--- src/rtl/irq_status_pkg.sv ---
package irq_status_pkg;

  localparam int unsigned FLAG_W = 8;

  // flag positions (the host decodes these)
  localparam int unsigned FB_CONV_ERR  = 7;
  localparam int unsigned FB_TX_COLL   = 6;
  localparam int unsigned FB_TX_UB     = 5;
  localparam int unsigned FB_TX_CS     = 4;
  localparam int unsigned FB_RX_MISM   = 3;
  localparam int unsigned FB_RX_UB     = 2;
  localparam int unsigned FB_RX_CS     = 1;
  localparam int unsigned FB_RX_ERR    = 0;

  // flags allowed to reach the interrupt line
  localparam logic [FLAG_W-1:0] IRQ_CAPABLE = 8'hF7;

  typedef logic [FLAG_W-1:0] flag_t;

endpackage

--- src/rtl/irq_src_cond.sv ---
module irq_src_cond
  import irq_status_pkg::*;
#(
  parameter int unsigned CONV_ERR_W = 4,
  parameter int unsigned RX_ERR_W   = 6
) (
  input  logic [CONV_ERR_W-1:0] conv_err_src,
  input  logic [RX_ERR_W-1:0]   rx_err_src,
  input  logic                  tx_cs_buf_wr,
  input  logic                  tx_cs_copy_busy,
  input  logic                  tx_ub_empty,
  input  logic                  tx_cs_sent,
  input  logic                  rx_cs_mismatch,
  input  logic                  rx_ub_new,
  input  logic                  rx_cs_block,
  input  logic                  rx_cs_changed,
  input  logic                  rx_cs_on_change,
  output flag_t                 set_vec
);

  logic cs_evt;

  always_comb begin
    cs_evt = rx_cs_on_change ? (rx_cs_block & rx_cs_changed) : rx_cs_block;
  end

  always_comb begin
    set_vec              = '0;
    set_vec[FB_CONV_ERR] = |conv_err_src;
    set_vec[FB_TX_COLL]  = tx_cs_buf_wr & tx_cs_copy_busy;
    set_vec[FB_TX_UB]    = tx_ub_empty;
    set_vec[FB_TX_CS]    = tx_cs_sent;
    set_vec[FB_RX_MISM]  = rx_cs_mismatch;
    set_vec[FB_RX_UB]    = rx_ub_new;
    set_vec[FB_RX_CS]    = cs_evt;
    set_vec[FB_RX_ERR]   = |rx_err_src;
  end

endmodule

--- src/rtl/irq_sticky_bank.sv ---
module irq_sticky_bank #(
  parameter int unsigned W = 8
) (
  input  logic         clk,
  input  logic         rst_n,
  input  logic         clr,
  input  logic [W-1:0] set_vec,
  output logic [W-1:0] flags
);

  for (genvar i = 0; i < W; i++) begin : g_bit
    logic nxt;
    logic q;
    logic en;

    always_comb begin
      // a new event takes priority over the clear
      en  = clr | set_vec[i];
      nxt = set_vec[i] | (q & ~clr);
    end

    always_ff @(posedge clk or negedge rst_n) begin
      if (!rst_n) begin
        q <= 1'b0;
      end else if (en) begin
        q <= nxt;
      end
    end

    assign flags[i] = q;
  end

endmodule

--- src/rtl/irq_mask_reg.sv ---
module irq_mask_reg #(
  parameter int unsigned W        = 8,
  parameter logic [W-1:0] WR_MASK = '1
) (
  input  logic         clk,
  input  logic         rst_n,
  input  logic         wr_en,
  input  logic [W-1:0] wdata,
  output logic [W-1:0] mask
);

  logic [W-1:0] mask_q;
  logic [W-1:0] mask_d;

  always_comb begin
    mask_d = wdata & WR_MASK;
  end

  always_ff @(posedge clk or negedge rst_n) begin
    if (!rst_n) begin
      mask_q <= '0;
    end else if (wr_en) begin
      mask_q <= mask_d;
    end
  end

  assign mask = mask_q;

endmodule

--- src/rtl/irq_out_gen.sv ---
module irq_out_gen #(
  parameter int unsigned W        = 8,
  parameter logic [W-1:0] EN_MASK = '1
) (
  input  logic         clk,
  input  logic         rst_n,
  input  logic [W-1:0] flags,
  input  logic [W-1:0] mask,
  output logic         irq
);

  logic irq_d;
  logic irq_q;

  always_comb begin
    irq_d = |(flags & mask & EN_MASK);
  end

  always_ff @(posedge clk or negedge rst_n) begin
    if (!rst_n) begin
      irq_q <= 1'b0;
    end else begin
      irq_q <= irq_d;
    end
  end

  assign irq = irq_q;

endmodule

--- src/rtl/irq_status_ctrl.sv ---
module irq_status_ctrl
  import irq_status_pkg::*;
#(
  parameter int unsigned        ADDR_W     = 7,
  parameter logic [ADDR_W-1:0]  STAT_ADDR  = 7'h1C,
  parameter logic [ADDR_W-1:0]  MASK_ADDR  = 7'h1D,
  parameter int unsigned        CONV_ERR_W = 4,
  parameter int unsigned        RX_ERR_W   = 6
) (
  input  logic                  clk,
  input  logic                  rst_n,
  input  logic [ADDR_W-1:0]     reg_addr,
  input  logic                  reg_rd,
  input  logic                  reg_wr,
  input  logic [FLAG_W-1:0]     reg_wdata,
  output logic [FLAG_W-1:0]     reg_rdata,
  input  logic [CONV_ERR_W-1:0] conv_err_src,
  input  logic [RX_ERR_W-1:0]   rx_err_src,
  input  logic                  tx_cs_buf_wr,
  input  logic                  tx_cs_copy_busy,
  input  logic                  tx_ub_empty,
  input  logic                  tx_cs_sent,
  input  logic                  rx_cs_mismatch,
  input  logic                  rx_ub_new,
  input  logic                  rx_cs_block,
  input  logic                  rx_cs_changed,
  input  logic                  rx_cs_on_change,
  output logic                  irq
);

  localparam int unsigned RST_STAGES = 2;

  // reset: asynchronous assert, synchronous release
  logic [RST_STAGES-1:0] rst_pipe;
  logic                  rst_core_n;

  always_ff @(posedge clk or negedge rst_n) begin
    if (!rst_n) begin
      rst_pipe <= '0;
    end else begin
      rst_pipe <= {rst_pipe[RST_STAGES-2:0], 1'b1};
    end
  end

  assign rst_core_n = rst_pipe[RST_STAGES-1];

  // address decode
  logic  hit_stat;
  logic  hit_mask;
  logic  stat_clr;
  logic  mask_we;
  flag_t set_vec;
  flag_t status_q;
  flag_t mask_q;

  always_comb begin
    hit_stat = (reg_addr == STAT_ADDR);
    hit_mask = (reg_addr == MASK_ADDR);
    stat_clr = reg_rd & hit_stat;
    mask_we  = reg_wr & hit_mask;
  end

  irq_src_cond #(
    .CONV_ERR_W (CONV_ERR_W),
    .RX_ERR_W   (RX_ERR_W)
  ) u_src (
    .conv_err_src    (conv_err_src),
    .rx_err_src      (rx_err_src),
    .tx_cs_buf_wr    (tx_cs_buf_wr),
    .tx_cs_copy_busy (tx_cs_copy_busy),
    .tx_ub_empty     (tx_ub_empty),
    .tx_cs_sent      (tx_cs_sent),
    .rx_cs_mismatch  (rx_cs_mismatch),
    .rx_ub_new       (rx_ub_new),
    .rx_cs_block     (rx_cs_block),
    .rx_cs_changed   (rx_cs_changed),
    .rx_cs_on_change (rx_cs_on_change),
    .set_vec         (set_vec)
  );

  irq_sticky_bank #(
    .W (FLAG_W)
  ) u_flags (
    .clk     (clk),
    .rst_n   (rst_core_n),
    .clr     (stat_clr),
    .set_vec (set_vec),
    .flags   (status_q)
  );

  irq_mask_reg #(
    .W       (FLAG_W),
    .WR_MASK (IRQ_CAPABLE)
  ) u_mask (
    .clk   (clk),
    .rst_n (rst_core_n),
    .wr_en (mask_we),
    .wdata (reg_wdata),
    .mask  (mask_q)
  );

  irq_out_gen #(
    .W       (FLAG_W),
    .EN_MASK (IRQ_CAPABLE)
  ) u_irq (
    .clk   (clk),
    .rst_n (rst_core_n),
    .flags (status_q),
    .mask  (mask_q),
    .irq   (irq)
  );

  // read mux
  always_comb begin
    reg_rdata = '0;
    if (reg_rd) begin
      if (hit_stat) begin
        reg_rdata = status_q;
      end else if (hit_mask) begin
        reg_rdata = mask_q;
      end
    end
  end

endmodule

--- config.mk ---
export PLATFORM = sky130hd
export DESIGN_NAME = irq_status_ctrl
export DESIGN_NICKNAME = d
export VERILOG_FILES = /design/src/rtl/irq_status_pkg.sv /design/src/rtl/irq_src_cond.sv /design/src/rtl/irq_sticky_bank.sv /design/src/rtl/irq_mask_reg.sv /design/src/rtl/irq_out_gen.sv /design/src/rtl/irq_status_ctrl.sv
export SDC_FILE = /design/constraint.sdc
export NUM_CORES = 1
export LEC_CHECK = 0
export CAP_MARGIN = 5
export CORE_MARGIN = 2
export CORE_UTILIZATION = 35
export DETAILED_ROUTE_END_ITERATION = 8
export DONT_BUFFER_PORTS = 1
export PLACE_DENSITY = 0.51
export SYNTH_ARGS = -nofsm -noshare
export SYNTH_HDL_FRONTEND = slang
export SYNTH_HIERARCHICAL = 1
export SYNTH_SLANG_ARGS = --single-unit
--- constraint.sdc ---
create_clock -name clk -period 0.85 [get_ports clk]
set_input_delay 0.17 -clock clk [delete_from_list [all_inputs] [get_ports clk]]
set_output_delay 0.17 -clock clk [all_outputs]
set_load 0.05 [all_outputs]
==> results.yml <==
status:
  status: "complete, but fails checks"
  violations: "setup timing"
grt:
  busiest_layer: "met2"
  antenna_found_initial: 0
  grt_pass1_vias: 760
  grt_use_met3: 0.0431
  gr-usage-met2: 0.255
  gr-usage-met1: 0.185
  grt_first_pass_wirelength_microns: 3680
  grtUsageTotal: 0.146
  grt_overflow: 0
  grt_start_max_net_pins: 17
layout:
  area_growth_syn_to_layout_pct: 43.6
  antennaDiodeCount: 0
  fillers: 264
  drive_gt1_frac: 0.509
  nNetsFinal: 153
  final_core_utilization: 0.523
floorplan:
  coreArea_sq_um: 2710
  die_h_microns: 57.1
  initial_utilization: 0.364
  num_rows: 19
  die-area_sq_um: 3260
  die_w_microns: 57.1
  ioPinCount: 47
pwr:
  power.density_nw_per_um2: 1330
  combPwrFrac: 0.223
  pwr-share-seq: 0.499
  p_int_mw: 1.41
  p_sw_uw: 465
  p_leak_nw: 0.599
  p_clk_frac: 0.277
  peakVddDrop_uv: 982
  swShare: 0.248
timing:
  period_share: 1.51
  fin_ws_ps: -436
  setup-violations-final: 20
  finalMaxSlewViolations: 0
  hold_viol: 0
  rsz0062_at_grt: "yes"
  skew_ps: 1.71
  period_minus_slack_ps: 1290
  fmax_mhz: 778
  hold_slack_ps: 19.6
synthesis:
  synth_top_family_by_area: "multiplexers"
  syn_area_per_cell_sq_um: 11.6
  synth_xor_area_frac: 0
  yosysSeqAreaShare: 0.456
  synth_nets: 123
  syn_inst: 85
  synth-seq-cells: 18
  yosysWarnings: 6
  synth-compound-area-share: 0.0938
  ys_types: 22
  synthMuxAreaShare: 0.188
  synth-adder-area-share: 0
  yosys.area_share.simple: 0.110
  synth_area_sq_um: 987
route:
  drc: 0
  dr.pass1.iters: 4
  drtAntennaViolNets: 0
  vias_per_cell: 4.93
  wl_per_cell_microns: 14.8
  drt_iter0_markers: 13
  via_count: 715
  drt_wl_total_microns: 2150
critical_path:
  crit_buf_inv: 1
  path_cells: "mux2i_1, nor3_2, buf_6"
  endpoint_kind: "primary output"
  cpLargestDelayFamily: "flip-flops"
  startpoint_type: "flop"
  worstPathArrival_ps: 1120
  slowest_stage: "dfrtp_1"
  required_ps: 680
  crit_path_max_fanout: 2
  crit_type: "flop to primary output"
  cp_slowest_stage_delay_ps: 370
job:
  cap_viol_max_count: 0
placed_design:
  portBuffers: 0
  dp_hpwl_microns: 1520
  place_congestion: 0.749
clocking:
  root_buffer: "clkbuf_4"
  h-tree-depth: 1
  clkLatencyLatePin_ps: 290
  cts_sinks: 18
  clk_path_buf_depth: 2
  cts_buffers: 3
  cts_tree: "done"
  clkTransAtPathRegs_ps: 100
min_path:
  hold_path_class: "input pin to flop"
stage by stage:
step,power [mW],setup slack (ps),TNS (ps),instance area (sq um),cells
floorplan,1.18,-614,-9660,1040,85
global placement,1.29,-342,-7360,1170,127
detailed placement,1.29,-363,-7550,1170,127
CTS,1.89,-460,-4470,1370,141
global route,1.98,-502,-5460,1420,145
finish,1.88,-436,-4500,1420,145
cell type report:
class / instances / area (sq um) / share of cell area
flip-flops and latches: 18 / 450 / 0.318
multi-input cells: 48 / 447 / 0.315
clock buffers: 4 / 36.3 / 0.0256
well taps: 31 / 38.8 / 0.0274
inverters: 2 / 7.51 / 0.00530
repair buffers: 42 / 438 / 0.309
cells in the mapped netlist, drive strengths merged:
cell type	count	area share
nand3	1	0.0051
and2	1	0.0063
a21o	8	0.061
mux2	7	0.11
nand4b	1	0.0089
a222oi	1	0.010
mux2i	8	0.081
nand3b	1	0.0076
nor3	9	0.046
nand2	1	0.0038
conb	2	0.0076
inv	2	0.0076
nor2	2	0.0076
nand4bb	1	0.011
a22oi	2	0.015
or4	1	0.0076
buf	17	0.14
dfrtp	18	0.46
a21boi	1	0.0076
nor4	1	0.0063
timing repair:
action / 4_1_cts / 5_1_grt
resized for setup: 20 / 6
endpoints found under the hold margin: 6 / 1
cloned: 0 / 0
buffers inserted: 7 / 7
hold buffers: 5 / 1
pin swaps: 2 / 2
setup endpoints to repair: 25 / 21
registers in the layout, indices dropped and copies added (netlist names):
signal / cells
u_irq/irq: 1
u_flags/g_bit.q: 8
rst_pipe: 2
u_mask/mask: 7
routing by layer:
metal	share of wire	vias to the layer above
li1	-	342
met1	0.42	346
met2	0.52	25
met3	0.053	2
met4	0.0046	0
met5	0	-
cells in the final DEF, fill, tap and decap left out, types with 2 or more instances in the layout:
cell / instances
buf_6: 22
dfrtp_1: 18
buf_4: 12
nor3_2: 9
mux2i_1: 8
a21o_1: 8
mux2_4: 7
dlygate4sd3_1: 6
clkbuf_4: 3
buf_12: 2
conb_1: 2
a22oi_1: 2
path summary, 6_finish.rpt:
kind                                 endpoint               start  cells past startpoint  slack, ps
setup / recovery                 reg_rdata[5]  u_flags/g_bit[5].q                      3       -440
hold / removal                 u_mask/mask[7]        reg_wdata[7]                      1         20
setup reg to reg                    u_irq/irq  u_flags/g_bit[4].q                      3       -310
hold reg to reg            u_flags/g_bit[5].q         rst_pipe[1]                      1        190
max in group asynchronous      u_mask/mask[7]         rst_pipe[1]                      1        480
min in group asynchronous         rst_pipe[0]               rst_n                      1         90
power by group through the flow:
stage,logic (mW),registers [mW],clock network [mW]
after floorplan,0.166,1.01,0
after global placement,0.332,0.955,0
after detailed placement,0.337,0.956,0
after CTS,0.400,0.939,0.555
after global routing,0.452,0.943,0.581
final,0.420,0.939,0.521
logic make-up (layout without fill, tap and decap cells):
family | after synthesis | after routing
flops | 18 | 18
mux | 15 | 15
compound gates | 12 | 12
simple gates | 19 | 19
other cells | 2 | 2
buf+inv | 19 | 48
Note: power is estimated with default switching activity, not from simulation.
